===== src/rtl/pwm_gate_ctrl.sv =====
module pwm_gate_ctrl #(
  parameter int HOLDOFF  = 19,
  parameter int DEAD_MIN = 1,
  parameter int SYNC     = 2
) (
  input  logic       clk,
  input  logic       rst_n,
  input  logic [1:0] pwm_lvl,
  input  logic       run_en,
  input  logic       sync_mode,
  input  logic       supply_ok,
  input  logic       gh_dis,
  input  logic       gl_dis,
  output logic       gh_on,
  output logic       gl_on
);
  localparam int CW = $clog2(HOLDOFF + 1);
  localparam int DW = $clog2(DEAD_MIN + 2);
  localparam logic [CW-1:0] HOLD_V = CW'(HOLDOFF);
  localparam logic [DW-1:0] DEAD_V = DW'(DEAD_MIN);

  logic [6:0] sq [SYNC];
  always_ff @(posedge clk or negedge rst_n)
    if (!rst_n) for (int i = 0; i < SYNC; i++) sq[i] <= '0;
    else begin
      sq[0] <= {pwm_lvl, run_en, sync_mode, supply_ok, gh_dis, gl_dis};
      for (int i = 1; i < SYNC; i++) sq[i] <= sq[i-1];
    end

  logic [1:0] pwm_s;
  logic en_s, sm_s, ok_s, fbh_s, fbl_s;
  assign {pwm_s, en_s, sm_s, ok_s, fbh_s, fbl_s} = sq[SYNC-1];

  logic [CW-1:0] flt_cnt;
  logic [DW-1:0] dt_cnt;
  logic last_h, last_l, gh_q, gl_q;

  wire flt     = pwm_s[1];
  wire expired = (flt_cnt == HOLD_V);
  wire live    = en_s & ok_s;
  wire dec_h   = live & (pwm_s == 2'b01);
  wire dec_l   = live & sm_s & (pwm_s == 2'b00);
  wire req_h   = flt ? (last_h & ~expired & live)        : dec_h;
  wire req_l   = flt ? (last_l & ~expired & live & sm_s) : dec_l;
  wire dt_ok   = (dt_cnt >= DEAD_V);

  always_ff @(posedge clk or negedge rst_n)
    if (!rst_n) begin
      flt_cnt <= '0;
      dt_cnt  <= '0;
      last_h  <= 1'b0;
      last_l  <= 1'b0;
      gh_q    <= 1'b0;
      gl_q    <= 1'b0;
    end else begin
      flt_cnt <= !flt ? '0 : (expired ? flt_cnt : flt_cnt + 1'b1);
      if (!flt) begin
        last_h <= dec_h;
        last_l <= dec_l;
      end
      gh_q <= req_h & (gh_q | (~gl_q & fbl_s & dt_ok));
      gl_q <= req_l & (gl_q | (~gh_q & fbh_s & dt_ok));
      if (gh_q | gl_q)
        dt_cnt <= '0;
      else if ((req_h & fbl_s) | (req_l & fbh_s))
        dt_cnt <= (dt_cnt == {DW{1'b1}}) ? dt_cnt : dt_cnt + 1'b1;
      else
        dt_cnt <= '0;
    end

  assign gh_on = gh_q & supply_ok;
  assign gl_on = gl_q & supply_ok;

  AST_NO_OVERLAP: assert property (@(posedge clk) disable iff (!rst_n)
    !(gh_q && gl_q));
  AST_GH_AFTER_FB: assert property (@(posedge clk) disable iff (!rst_n)
    $rose(gh_q) |-> $past(fbl_s) && !$past(gl_q));
  AST_GL_AFTER_FB: assert property (@(posedge clk) disable iff (!rst_n)
    $rose(gl_q) |-> $past(fbh_s) && !$past(gh_q));
  AST_DISABLE_OFF: assert property (@(posedge clk) disable iff (!rst_n)
    !en_s |=> !gh_q && !gl_q);
  AST_DIODE_NO_GL: assert property (@(posedge clk) disable iff (!rst_n)
    !sm_s |=> !gl_q);
  AST_HOLDOFF_BLANK: assert property (@(posedge clk) disable iff (!rst_n)
    flt && expired |=> !gh_q && !gl_q);
  AST_SUPPLY_CLAMP: assert property (@(posedge clk) disable iff (!rst_n)
    !ok_s |=> !gh_q && !gl_q);
endmodule


===== config.mk =====
export PLATFORM = sky130hd
export DESIGN_NAME = pwm_gate_ctrl
export DESIGN_NICKNAME = d
export VERILOG_FILES = /design/src/rtl/pwm_gate_ctrl.sv
export SDC_FILE = /design/constraint.sdc
export NUM_CORES = 1
export LEC_CHECK = 0
export BUFFER_PORTS_ARGS = -buffer_cell sky130_fd_sc_hd__buf_2
export CAP_MARGIN = 20
export CELL_PAD_IN_SITES_DETAIL_PLACEMENT = 1
export CELL_PAD_IN_SITES_GLOBAL_PLACEMENT = 2
export CORE_MARGIN = 5
export CORE_UTILIZATION = 34
export CTS_CLUSTER_DIAMETER = 50
export DETAILED_ROUTE_END_ITERATION = 8
export PLACE_DENSITY = 0.8
export SYNTH_ARGS = -nofsm -noshare
export SYNTH_HDL_FRONTEND = slang
export SYNTH_SLANG_ARGS = --single-unit

===== constraint.sdc =====
create_clock -name clk -period 1.2 [get_ports clk]
set_input_delay 0.24 -clock clk [delete_from_list [all_inputs] [get_ports clk]]
set_output_delay 0.24 -clock clk [all_outputs]
set_load 0.01 [all_outputs]

* Word level (Yosys, flattened, before mapping)
Index checks and enable logic that the tools add are counted.
** Cells by class
- Add/sub/neg operators :: 2
- Multiplexer cells :: 7
- Reduce and logical (&&, ||, !) cells :: 1
- Bitwise operators :: 26
- Equality and inequality tests :: 5
- Magnitude comparators :: 1
** Operators with widths (number)
- $and A1 B1 Y1 :: 19
- $mux W5 :: 2
- $mux W2 :: 3
- $add A5 B1 Y5 const B :: 1
- $eq A5 B5 Y1 const B :: 1
- $or A1 B1 Y1 :: 4
- $ne A3 B3 Y1 const B :: 1
- $not A1 Y1 :: 3
- $add A2 B1 Y2 const B :: 1
- $eq A2 B1 Y1 const B :: 1
- $eq A2 B2 Y1 const B :: 1
- $ge A2 B1 Y1 const B :: 1
- $logic_not A2 Y1 :: 1
- $mux W1 :: 2
- $ne A2 B2 Y1 const B :: 1
** Storage, ports and cells
- Register bits after elaboration :: 25
- Logic and storage cells :: 50
- Output and inout port bits :: 2

* Longest topological paths before layout
Gate-level depths: netlist of the first run.
- Depth after elaboration :: 10
- Depth in mapped cells :: 5
- Depth with buffers taken out :: 5

* Least setup slack after synthesis of the first run
OpenSTA, ideal clock, no wires.
- Kind :: register to register
- From :: reg flt_cnt[0]
- To :: reg dt_cnt[1]
- Setup time :: 0.082 ns
- Clock period less this slack :: 1.275 ns
- Path buffers :: 0
- Data arrival time :: 1.193 ns
- Setup slack :: -0.075 ns
- Stages on the path, launching flop included :: 5
- Path through :: dfrtp_1 > ha_1 > and4bb_4 > o22a_4 > o22ai_1
** Between the ends
- Longest elaborated chain between the ends :: 10
- Elaborated cells between the ends (all ways) :: 15
- Those cells by class :: eq/ne: 2; mux: 4; bitwise: 9
** Ends and longest elaborated chain
- start: declaration :: RTL line 34 : logic [CW-1:0] flt_cnt;
- start signal: assignment :: RTL line 56 : flt_cnt <= !flt ? '0 : (expired ? flt_cnt : flt_cnt + 1'b1);
- $eq A5 B5 Y1 (*) :: RTL line 39 : wire expired = (flt_cnt == HOLD_V);
- $not A1 Y1 (*) :: RTL line 43, 44
- $and A1 B1 Y1 (3 in series) :: RTL line 44 : wire req_l = flt ? (last_l & ~expired & live & sm_s) : dec_l;
- $mux W1 :: RTL line 44
- $and A1 B1 Y1 :: RTL line 65 : else if ((req_h & fbl_s) | (req_l & fbh_s))
- $or A1 B1 Y1 (*) :: RTL line 65
- $mux W2 :: RTL line 65
- $mux W2 :: RTL line 63 : if (gh_q | gl_q)
- end signal: assignment :: RTL line 66 : dt_cnt <= (dt_cnt == {DW{1'b1}}) ? dt_cnt : dt_cnt + 1'b1;
- end: declaration :: RTL line 35 : logic [DW-1:0] dt_cnt;
Every way passes the cells marked *; elsewhere a longest branch is shown, timed or not.
A chain may end at the register's enable or synchronous reset.

* Final worst setup path of the first run
- From :: reg dt_cnt[1]
- To :: reg dt_cnt[1]
** Between the ends
- Longest elaborated chain between the ends :: 4
- Elaborated cells between the ends (all ways) :: 6
- Those cells by class :: add/sub: 1; eq/ne: 2; mux: 3
** Ends and longest elaborated chain (RTL line)
- $add A2 B1 Y2 :: 66
- $mux W2 :: 66
- $mux W2 :: 65
- $mux W2 :: 63
Parallel ways exist; a longest one is shown, timed or not. The select of a mux whose other input is x is not followed.

==> out/qor.txt, run 1 <==
post-synth top area share: 64.9%
Total GRT Usage: 10.3%
GP Congestion: 0.793
async set or reset register ratio after synthesis: 100%
Mapped Nets: 85
Core Area: 0.00273 mm^2
Routed WL per cell: 14.2 um
Vias: 641
pwr dens: 1130 mW/mm^2
Hold Path Origin: pwm_lvl[0]
sw power: 0.307 mW
Starting Density: 35.2%
Syn Area/Cell: 13.2 um^2
clk_lat worst skew: 300 ps
DP Wirelength: 1240 um
CP startpoint: dt_cnt[1]
failing checks: setup timing
Final Critical Period: 1280 ps
CTS Buf Count: 3
Worst-path clk slew: 130 ps
Setup crit start kind: flop
CTS root buffer: clkbuf_4
Yosys reg bits: 25
grt ovf: 0
type of the worst setup path: reg -> reg
Commonest cells post-synth: 25 x dfrtp_1, 6 x nand3_1, 5 x and2_1
clk sinks: 25
Layout Nets: 113
H-tree depth: 1
number of core rows: 19
Worst-Margin Slew: 540 ps
antenna violations before repair: 0
top cells by area, synth: dfrtp_1 65%, ha_1 3.9%, xnor2_1 3.6%
Clock Tree Buf Depth: 2
I/O pins: 11
Flop pwr share: 65.1%
DIE AREA: 0.00400 mm^2
Worst R2R Start: dt_cnt[1]
Pre-antenna DRT Iters: 3
Post-Syn Area: 963 um^2
Die W: 63.2 um
first-pass GRT wire length: 3250 um
Final Setup Violations: 5
vias in the first global route: 702
EDFF count, synth: 0
dpl ws: -58.5 ps
clock skew: 7.22 ps
vias per cell: 4.89
Worst EP required: 1400 ps
Sw Ratio: 22.2%
sequential area share after synthesis: 64.9%
P_int: 1.08 mW
largest net degree at the start of global routing: 26
Top reg by flops: sq
reg2reg setup slack: -80 ps
Combinational Power Share: 9.1%
Post-Syn Instances: 73
RSZ-0062 raised after global routing: true
Fmax: 782 MHz
final worst-path cycle share: 107%
CP Data Arrival Time: 1480 ps
Ant. Diodes: 0
ratio of cells with drive above 1 in the final layout: 34.0%
fin. max-slew vios: 0
DR iter-0 viols: 4
Netlist cell types: 26
Slew headroom: 64.0%
top cell type by total area after synthesis: dfrtp_1
Die Height: 63.2 um
Hold Worst Slack: 27.5 ps
worst-path fanout max: 3
Largest regs: sq x7, flt_cnt x5, dt_cnt x2
hold crit path type: in -> reg
ANT nets after route: 0
clock power share: 25.8%
Max-Cap Viols: 0
CTS tree: built
Post-Route WL: 1860 um
Port Buf Inserts: 10
top_reg_cell synth: dfrtp_1
Layout area overhead: 27.5%
max reg flops: 7
fill cell count: 282
most frequent cell after synthesis: dfrtp_1
peak supply drop: 0.815 mV
Final WS setup: -78.2 ps
Final Hold Fails: 0
Setup crit end kind: flop
warnings from Yosys: 0
DRC viols: 0
Pleak: 0.550 nW
outcome: complete, but fails checks
timing repair:
| action | CTS | global route |
|---|---|---|
| setup endpoints to repair | 7 | 9 |
| hold endpoints to repair | 25 | 2 |
| gates cloned | 0 | 0 |
| pin swaps | 5 | 2 |
| buffers inserted | 3 | 1 |
| hold buffers | 1 | 2 |
| resized for setup | 5 | 2 |
critical path, cell delays in order (launching register included):
cell and delay [ps]:
dfrtp_1 400, inv_1 60, ha_1 280, mux2_4 290
nand4_1 80, o22ai_1 80
metrics by stage:
stage,instances,util [%],setup TNS [ps],power [mW],cell area (um^2)
after floorplan,73,-,-6.77,0.957,970
after global placement,120,40.5,-52.6,1.01,1110
after detailed placement,120,40.5,-111,1.02,1110
after CTS,128,43.8,-217,1.39,1200
after global routing,131,44.9,-668,1.48,1230
final,131,44.9,-231,1.38,1230
cell families (layout without fill, tap and decap cells):
kind of cell | Yosys count | count (layout) | share of synthesized area [%]
xor gates and xnor gates | 4 | 4 | 3.64
AOI/OAI and AO/OA | 9 | 9 | 7.27
buffers and inverters | 3 | 30 | 1.17
muxes | 2 | 2 | 2.21
DFF | 25 | 25 | 64.9
adders and majority gates | 3 | 3 | 3.90
and+or+nand+nor | 27 | 27 | 16.9
area by class of cell:
type	count	area, um^2	area share, %
tap	31	38.8	3.16
inverter	2	7.51	0.611
clock buffer	4	26.3	2.14
timing repair buffer	24	163	13.2
sequential	25	626	50.9
multi-input combinational	45	368	29.9
power by group through the flow:
stage               clock (mW)  combinational [mW]  sequential, mW
finish                   0.357               0.126           0.902
global route             0.430               0.141           0.908
CTS                      0.375               0.115           0.902
detailed placement           0               0.101           0.918
global placement             0              0.0981           0.915
floorplan                    0              0.0448           0.912
placed cells by master (no fill, tap or decap), drive strengths merged, types with 2 or more instances in the layout:
master	instances
and2	5
clkbuf	4
nand2	2
dfrtp	25
nand4	3
nor2	4
o22a	2
dlygate4sd3	3
ha	3
o22ai	2
xnor2	4
nand3	6
inv	2
a21oi	2
buf	21
metal layers:
layer | wire length (um) | track usage (%) | vias to the layer above
met1 | 774 | 12.2 | 327
met3 | 48 | 2.31 | 2
met2 | 1010 | 17.9 | 6
met4 | 19 | 3.90 | 0
met5 | 0 | 0 | -
li1 | - | - | 306
path summary, 6_finish.rpt:
check	end	depth (start not counted)
min in group asynchronous	flt_cnt[4]	2
worst min-delay path	sq[12]	1
worst min register to register	fbl_s	0
worst max-delay path	dt_cnt[1]	5
max in group asynchronous	sm_s	2
worst max register to register	dt_cnt[1]	5
Power figures use the tool's default switching activity.
==> inputs of run 2 (changes only) <==
--- a/config.mk
+++ b/config.mk
@@ -13,6 +13,7 @@
 export CORE_UTILIZATION = 34
 export CTS_CLUSTER_DIAMETER = 50
 export DETAILED_ROUTE_END_ITERATION = 8
+export GPL_TIMING_DRIVEN = 0
 export PLACE_DENSITY = 0.8
 export SYNTH_ARGS = -nofsm -noshare
 export SYNTH_HDL_FRONTEND = slang
==> run 2 against run 1 <==
- the run still ends with setup timing left
- critical path type unchanged
- flip-flop and latch count is the same
- global-route usage shrank 0.60 points
- core utilization grew 0.14 points
- register-to-register slack is essentially flat
- design area grew 0.31%
- clock power shrank 1%
- total power shrank 0.40%
- via count shrank 2.7%
- count of clock-buffer cells in the layout shrank 1
- cell count shrank 1.5%
- critical endpoint unchanged
==> out/qor.txt, run 2 (synthesized netlist as in run 1, its figures left out) <==
Pre-antenna DRT Iters: 2
met3 usage: 2.13%
Worst R2R Start: dt_cnt[1]
Worst-path clk slew: 130 ps
CTS Buf Count: 3
Die W: 63.2 um
clock skew: 5.32 ps
Final Hold Fails: 0
Post-Route WL: 1700 um
ANT nets after route: 0
outcome: complete, but fails checks
CTS root buffer: clkbuf_4
RSZ-0062 raised after global routing: true
Clock Tree Buf Depth: 2
DRC viols: 0
DR iter-0 viols: 1
CP startpoint: dt_cnt[1]
largest net degree at the start of global routing: 26
Worst-Margin Slew: 544 ps
reg2reg setup slack: -80 ps
WP depth: 5
Routed WL per cell: 13.2 um
clk_lat worst skew: 300 ps
Slowest-stage cell, CP: dfrtp_1
CP cell instances: inv_1, ha_1, mux2_4, nand4_1, o22ai_2
ratio of cells with drive above 1 in the final layout: 38.8%
Die Height: 63.2 um
I/O pins: 11
Layout area overhead: 27.9%
vias in the first global route: 667
max reg flops: 7
reg2reg end: dt_cnt[1]
Most Used Layer, Global Route: met2
Fmax: 782 MHz
Vias: 624
M2 GR Usage: 16.5%
fin. max-slew vios: 0
most common cell after layout, fill and taps aside: dfrtp_1
vias per cell: 4.84
Total GRT Usage: 9.68%
number of core rows: 19
hold crit path type: in -> reg
Final Setup Violations: 8
pwr dens: 1120 mW/mm^2
clk sinks: 25
most frequent cells in the layout: 25 x dfrtp_1, 9 x buf_2, 9 x buf_4, 4 x nand3_1, 4 x and2_1
Slew headroom: 63.8%
Pleak: 0.540 nW
Setup crit start kind: flop
Core Area: 0.00273 mm^2
worst reg2reg path depth: 5
max incr delay on CP: 400 ps
Max-Cap Viols: 0
M1 GR Usage: 11.4%
grt ovf: 0
Port Buf Inserts: 10
first-pass GRT wire length: 3100 um
Final Critical Period: 1280 ps
failing checks: setup timing
Hold Worst Slack: 30.4 ps
worst-path fanout max: 3
Setup crit end kind: flop
Ant. Diodes: 0
Worst EP required: 1410 ps
final design utilization: 45.1%
H-tree depth: 1
type of the worst setup path: reg -> reg
CP Data Arrival Time: 1480 ps
Top reg by flops: sq
CTS tree: built
GP Congestion: 0.668
antenna violations before repair: 0
crit path to: dt_cnt[1]
Final WS setup: -78.4 ps
Layout Nets: 111
dpl ws: -119 ps
DIE AREA: 0.00400 mm^2
Starting Density: 35.2%
WP buf/inv: 1
final worst-path cycle share: 107%
Largest regs: sq x7, flt_cnt x5, dt_cnt x2
DP Wirelength: 1190 um
Crit path max-delay family: flip-flops
peak supply drop: 1.11 mV
## run 2: cell count changes in the layout (fill, tap and decap cells not counted), sizes merged
cell | before | now
buf | 21 | 19
clkinv | 0 | 1
dlygate4sd3 | 3 | 2
## run 2: per-stage QoR
step | TNS, ps | total power, mW | cell area [um^2] | std cells
5_1_grt | -871 | 1.48 | 1230 | 129
3_5_place_dp | -422 | 1.00 | 1060 | 114
3_3_place_gp | -209 | 0.995 | 1060 | 114
6_report | -359 | 1.38 | 1230 | 129
4_1_cts | -296 | 1.38 | 1160 | 124
2_1_floorplan | -6.77 | 0.957 | 970 | 73
## run 2: repair_timing
action / CTS / global route
hold buffers: 1 / 1
hold endpoints to repair: 25 / 1
gates resized for setup: 4 / 8
setup endpoints to repair: 8 / 10
pin swaps: 2 / 5
buffers inserted: 5 / 4
## run 2: how the worst min path moves through the flow
stage                 to  cells past startpoint      start
2_1_floorplan  dt_cnt[0]                      0      rst_n
3_3_place_gp       sq[7]                      1      rst_n
4_1_cts           sq[10]                      1  sync_mode
3_5_place_dp       sq[7]                      1      rst_n
5_1_grt            sq[8]                      1     gh_dis
6_report          sq[10]                      1  sync_mode
## run 2: power breakdown
group	switching, mW	internal, mW	total, mW
combinational	0.0583	0.0678	0.126
clock	0.228	0.124	0.352
sequential	0.0227	0.878	0.901
## run 2: area by class of cell
cell class / count / area, um^2
fillers: 274 / 1500
flip-flops and latches: 25 / 626
multi-input cells: 45 / 385
repair buffers: 21 / 144
well taps: 31 / 38.8
clock buffers: 3 / 22.5
inverters: 2 / 7.51
clock inverters: 1 / 5.00
plain buffers: 1 / 3.75
## run 2: per-layer routing
metal  wire, um  share of wire, %
met1        728                43
met2        897                53
met3         43               2.5
met4         29               1.7
met5          0                 0
